==> src/rtl/spi_shift_master.sv <==
module spi_shift_master #(
  parameter int SLAVES = 4,
  parameter int DIVW   = 16,
  parameter int CNTW   = 16
) (
  input  logic              clk,
  input  logic              rst_n,
  input  logic              enable,
  input  logic [9:0]        ctrl_word,
  input  logic [DIVW-1:0]   clk_div,
  input  logic [SLAVES-1:0] slave_sel,
  input  logic [CNTW-1:0]   frame_cnt,
  input  logic              tx_empty,
  input  logic [15:0]       tx_data,
  output logic              tx_pop,
  output logic              rx_push,
  output logic [15:0]       rx_data,
  output logic              fifo_flush,
  output logic              busy,
  output logic              sclk,
  output logic              mosi,
  input  logic              miso,
  output logic [SLAVES-1:0] ss_n
);
  localparam logic [DIVW-2:0] HONE = 1;
  localparam logic [CNTW-1:0] CONE = 1;

  logic [9:0]        cfg_ctrl;
  logic [DIVW-1:0]   cfg_div;
  logic [SLAVES-1:0] cfg_sel;
  logic [CNTW-1:0]   cfg_cnt;

  always_ff @(posedge clk or negedge rst_n)
    if (!rst_n) begin
      cfg_ctrl <= '0;
      cfg_div  <= '0;
      cfg_sel  <= '0;
      cfg_cnt  <= '0;
    end else if (!enable) begin
      cfg_ctrl <= ctrl_word;
      cfg_div  <= clk_div;
      cfg_sel  <= slave_sel;
      cfg_cnt  <= frame_cnt;
    end

  wire [4:0]      size    = {1'b0, cfg_ctrl[3:0]} + 5'd1;
  wire            cpha    = cfg_ctrl[6];
  wire            cpol    = cfg_ctrl[7];
  wire            rx_only = cfg_ctrl[9:8] == 2'd2;
  wire            tx_only = cfg_ctrl[9:8] == 2'd1;
  wire [DIVW-2:0] half    = cfg_div[DIVW-1:1];
  wire            go_ok   = (cfg_ctrl[5:4] == 2'd0) && (half != '0);

  logic            active, sclk_q, mosi_q, push_q;
  logic [DIVW-2:0] hcnt;
  logic [5:0]      edge_i;
  logic [15:0]     sh, rsh, rx_q;
  logic [CNTW-1:0] left;

  wire tick   = active && (hcnt == half - HONE);
  wire lead   = ~edge_i[0];
  wire last   = tick && (edge_i == {size, 1'b0} - 6'd1);
  wire more   = rx_only ? (left != '0) : ~tx_empty;
  wire start  = enable && !active && go_ok && !tx_empty;
  wire reload = enable && last && more;
  wire load   = start | reload;
  wire samp   = tick && (cpha ? !lead : lead);
  wire drv    = tick && !last && (cpha ? lead : !lead);

  wire [15:0] word    = rx_only ? 16'h0 : tx_data;
  wire [15:0] aligned = word << (5'd16 - size);
  wire [15:0] rnext   = {rsh[14:0], miso};
  wire [15:0] mask    = 16'hFFFF >> (5'd16 - size);

  always_ff @(posedge clk or negedge rst_n)
    if (!rst_n) begin
      active <= 1'b0;
      sclk_q <= 1'b0;
      mosi_q <= 1'b0;
      push_q <= 1'b0;
      hcnt   <= '0;
      edge_i <= '0;
      sh     <= '0;
      rsh    <= '0;
      rx_q   <= '0;
      left   <= '0;
    end else begin
      push_q <= 1'b0;
      if (tick) begin
        hcnt   <= '0;
        sclk_q <= ~sclk_q;
        edge_i <= edge_i + 6'd1;
        if (samp) rsh <= rnext;
        if (drv) begin
          mosi_q <= sh[15];
          sh     <= sh << 1;
        end
      end else if (active) begin
        hcnt <= hcnt + HONE;
      end
      if (enable && last) begin
        push_q <= ~tx_only;
        rx_q   <= (samp ? rnext : rsh) & mask;
        if (!more) active <= 1'b0;
      end
      if (load) begin
        active <= 1'b1;
        hcnt   <= '0;
        edge_i <= '0;
        sclk_q <= cpol;
        rsh    <= '0;
        if (!cpha) begin
          mosi_q <= aligned[15];
          sh     <= aligned << 1;
        end else begin
          sh <= aligned;
        end
        if (start) left <= cfg_cnt;
        else if (rx_only) left <= left - CONE;
      end
      if (!enable) active <= 1'b0;
    end

  assign tx_pop     = start | (reload & ~rx_only);
  assign rx_push    = push_q;
  assign rx_data    = rx_q;
  assign fifo_flush = ~enable;
  assign busy       = active | ~tx_empty;
  assign sclk       = active ? sclk_q : cpol;
  assign mosi       = active & mosi_q;
  assign ss_n       = active ? ~cfg_sel : '1;
endmodule

==> config.mk <==
export PLATFORM = sky130hd
export DESIGN_NAME = spi_shift_master
export DESIGN_NICKNAME = d
export VERILOG_FILES = /design/src/rtl/spi_shift_master.sv
export SDC_FILE = /design/constraint.sdc
export NUM_CORES = 1
export LEC_CHECK = 0
export BUFFER_PORTS_ARGS = -buffer_cell sky130_fd_sc_hd__clkbuf_2
export CAP_MARGIN = 25
export CORE_ASPECT_RATIO = 1.4
export CORE_UTILIZATION = 40
export CTS_BUF_LIST = sky130_fd_sc_hd__clkbuf_4 sky130_fd_sc_hd__clkbuf_8
export DETAILED_ROUTE_END_ITERATION = 8
export PLACE_DENSITY = 0.55
export SYNTH_ARGS = -nofsm -noshare
export SYNTH_HDL_FRONTEND = slang
export SYNTH_SLANG_ARGS = --single-unit
==> constraint.sdc <==
create_clock -name clk -period 7.1 [get_ports clk]
set_input_delay 0.71 -clock clk [delete_from_list [all_inputs] [get_ports clk]]
set_output_delay 0.71 -clock clk [all_outputs]
set_load 0.02 [all_outputs]
==> results.txt <==
Share of flip-flops with an asynchronous set or reset: 100%
Hold_ws: 0.255 ns
Starting Density: 40.7%
Area Growth Syn to Fin: 14.0%
Unrepaired setup endpoints after global routing: false
Post-CTS Setup Bufs: 0
GR Overflow Total: 0
Die H: 167 um
Worst r2r path cells: 14
Final number of hold-violating endpoints: 0
Post-DRT Antenna Nets: 0
# DRC: 0
Layout Cells excl Fill: 1113
Via density per instance: 5.47
Number of enable flip-flop cells after synthesis: 0
DP HPWL: 13500 um
Data required, critical path: 6.39 ns
Worst Hold Class: in2async
Die Span X: 120 um
Ports: 93
Most frequent cells after synthesis: dfrtp_1 (134), nor2_1 (80), nand2_1 (71)
Clock transition at path regs: 0.09 ns
Power density cells: 246 nW/um2
Sequential element share of the synthesized area: 43.0%
CP cell instances: ha_1, inv_1, ha_1, inv_1, ha_1, xnor2_1, and2_1, o2111ai_1, nor3_1, nand3_1, o31ai_1, clkbuf_2
Top FF cell, synth: dfrtp_1
Largest net degree at the start of global routing: 81
CTS tree: yes
Pre-CTS setup slack: 1.61 ns
Die Area: 20100 um2
Diodes inserted: 0
Final Max Slew Viols: 0
Synth Cell Area: 7790 um2
Wire per inst: 16.8 um
Critical path's largest stage delay: 0.98 ns
Placer Congestion: 0.825
Crit-path slowest cell: dfrtp_1
Syn Inst Count: 785
Most common cell on crit path: ha_1
Core area: 19100 um2
Final min period: 5.47 ns
Final worst slack: 1.63 ns
Setup TNS: 0 ns
Critical Path Sink Type: output port
Pleak: 3.77 nW
Synth area leader: dfrtp_1
Seq cells post-synth: 134
Number of global-route vias before repair: 6190
Most common cell in the netlist: dfrtp_1
Total of max-cap violations: 0
RR Startpoint: cfg_ctrl[0]
Initial antenna violation count: 0
Setup-failing EPs final: 0
Port bufs: 91
H-Tree Depth: 4
Crit path DAT: 4.76 ns
Cts hold-fix bufs: 0
Startpoint Class: register
Worst clock skew: 0.0176 ns
Status: finished clean
Post-synth top area share: 43.0%
Avg Cell Area, Syn: 9.93 um2
Worst setup path class: reg2out
Max Freq: 183 MHz
Worst reg2reg setup slack: 1.69 ns
Vias: 6093
Clock root buffer: clkbuf_8
CTS Buf Count: 17
Post-synthesis cell type count: 68
Clock network latency to the later pin of the worst-skew pair: 0.46 ns
GR Util All Layers: 19.5%
Maximum VDD drop: 0.122 mV
1st-iter DRT viols: 241
Reg-to-Reg End: sh[0]
Post_cts resized: 0
Area contributors post-synth: dfrtp_1 (43%), mux2_2 (7.2%), mux2i_1 (4.4%)
Post-Synthesis Net Count: 861
CP Max Fanout: 27
Final nets: 928
Syn. warnings: 0
Cells after DPL: 1081
Slew HR: 34.4%
Share of layout cells above drive strength 1: 24.9%
Clock tree buffer depth: 2
Clock Sinks: 134
First-pass GRT wire length: 31200 um
Std-Cell Rows: 60
Fill cell count: 1836
Worst-Margin Slew: 0.981 ns
Routed Wire Length: 18600 um
Final period util: 77.1%
DRT Pass-1 Iters: 4
[registers in the layout (all words and copies together) (netlist names), 4 cells and up]
register and flops:
edge_i 6, left 16, cfg_sel 4, rx_data 16, hcnt 15, rsh 16
cfg_ctrl 10, sh 16, cfg_cnt 16, cfg_div 15
[metrics by stage]
| step | power [mW] | util (%) | cell area [um2] |
|---|---|---|---|
| 3_3_place_gp | 1.47 | 44.0 | 8430 |
| 6_report | 2.19 | 46.4 | 8880 |
| 3_5_place_dp | 1.49 | 44.2 | 8450 |
| 2_1_floorplan | 1.34 | - | 7790 |
| 4_1_cts | 2.21 | 46.4 | 8880 |
| 5_1_grt | 2.31 | 46.4 | 8880 |
[layer usage]
metal  up-vias  track usage, %  part of all wire, %
li1       2971               -                    -
met1      2991            24.1                   44
met2       109            34.0                   51
met3        22            3.34                  2.9
met4         0            6.41                  1.8
met5         -               0                    0
[report_power, final]
group          switching (mW)  leakage (nW)  internal [mW]  total (mW)
combinational           0.276          1.86          0.225       0.501
clock                   0.343         0.212          0.362       0.705
sequential              0.110          1.70          0.870       0.980
total                   0.730          3.77           1.46        2.19
[worst max-delay path, delay by kind of cell (launching register included)]
kind | cells | cell delay (ns)
buffers and inverters | 3 | 0.40
adder cells (fa/ha/maj) | 3 | 1.59
XOR/XNOR | 1 | 0.19
flip-flops | 1 | 0.98
AO/OA/AOI/OAI | 2 | 0.42
AND/OR/NAND/NOR | 3 | 0.73
[layout by cell type, fill, tap and decap left out, drive strengths merged, types with 11 or more instances in the layout]
| master | synthesis | final |
|---|---|---|
| xnor2 | 24 | 24 |
| nor3 | 19 | 19 |
| nor4 | 15 | 15 |
| mux2i | 34 | 34 |
| dfrtp | 134 | 134 |
| nand4 | 11 | 11 |
| nand2 | 71 | 71 |
| mux2 | 50 | 50 |
| nor2 | 80 | 80 |
| nand3 | 25 | 25 |
| o31ai | 20 | 20 |
| o21ai | 32 | 32 |
| or3 | 20 | 20 |
| clkbuf | 41 | 108 |
| a21oi | 22 | 22 |
| inv | 25 | 31 |
| xor2 | 23 | 23 |
| mux4 | 13 | 13 |
[layout make-up]
| type | count | area [um2] | area share [%] |
|---|---|---|---|
| inverters | 26 | 97.6 | 1.10 |
| repair buffers | 99 | 542 | 6.10 |
| clock buffers | 18 | 241 | 2.72 |
| flip-flops and latches | 134 | 3350 | 37.7 |
| clock inverters | 14 | 189 | 2.13 |
| well taps | 248 | 310 | 3.49 |
| multi-input cells | 574 | 4150 | 46.7 |
[kinds of logic (layout without fill, tap and decap cells)]
| kind of cell | Yosys count | count (layout) | synth area share, % |
|---|---|---|---|
| flip-flops | 134 | 134 | 43.0 |
| adder cells (fa/ha/maj) | 9 | 9 | 1.44 |
| multiplexers | 97 | 97 | 15.3 |
| AND/OR/NAND/NOR | 290 | 290 | 19.0 |
| buffers and inverters | 77 | 157 | 3.95 |
| XOR/XNOR | 48 | 48 | 5.57 |
| AO/OA/AOI/OAI | 130 | 130 | 11.7 |
[worst max-delay path by stage]
stage / depth (start not counted) / slack, ns / startpoint / end
after floorplan: 13 / 2.59 / cfg_ctrl[0] / tx_pop
after global placement: 14 / 1.78 / cfg_ctrl[0] / sh[0]
after detailed placement: 14 / 1.61 / cfg_ctrl[0] / sh[0]
after CTS: 12 / 1.55 / cfg_ctrl[0] / tx_pop
after global routing: 14 / 1.02 / cfg_ctrl[0] / sh[9]
final: 12 / 1.63 / cfg_ctrl[0] / tx_pop
No activity file was read; power rests on OpenSTA's default activity.
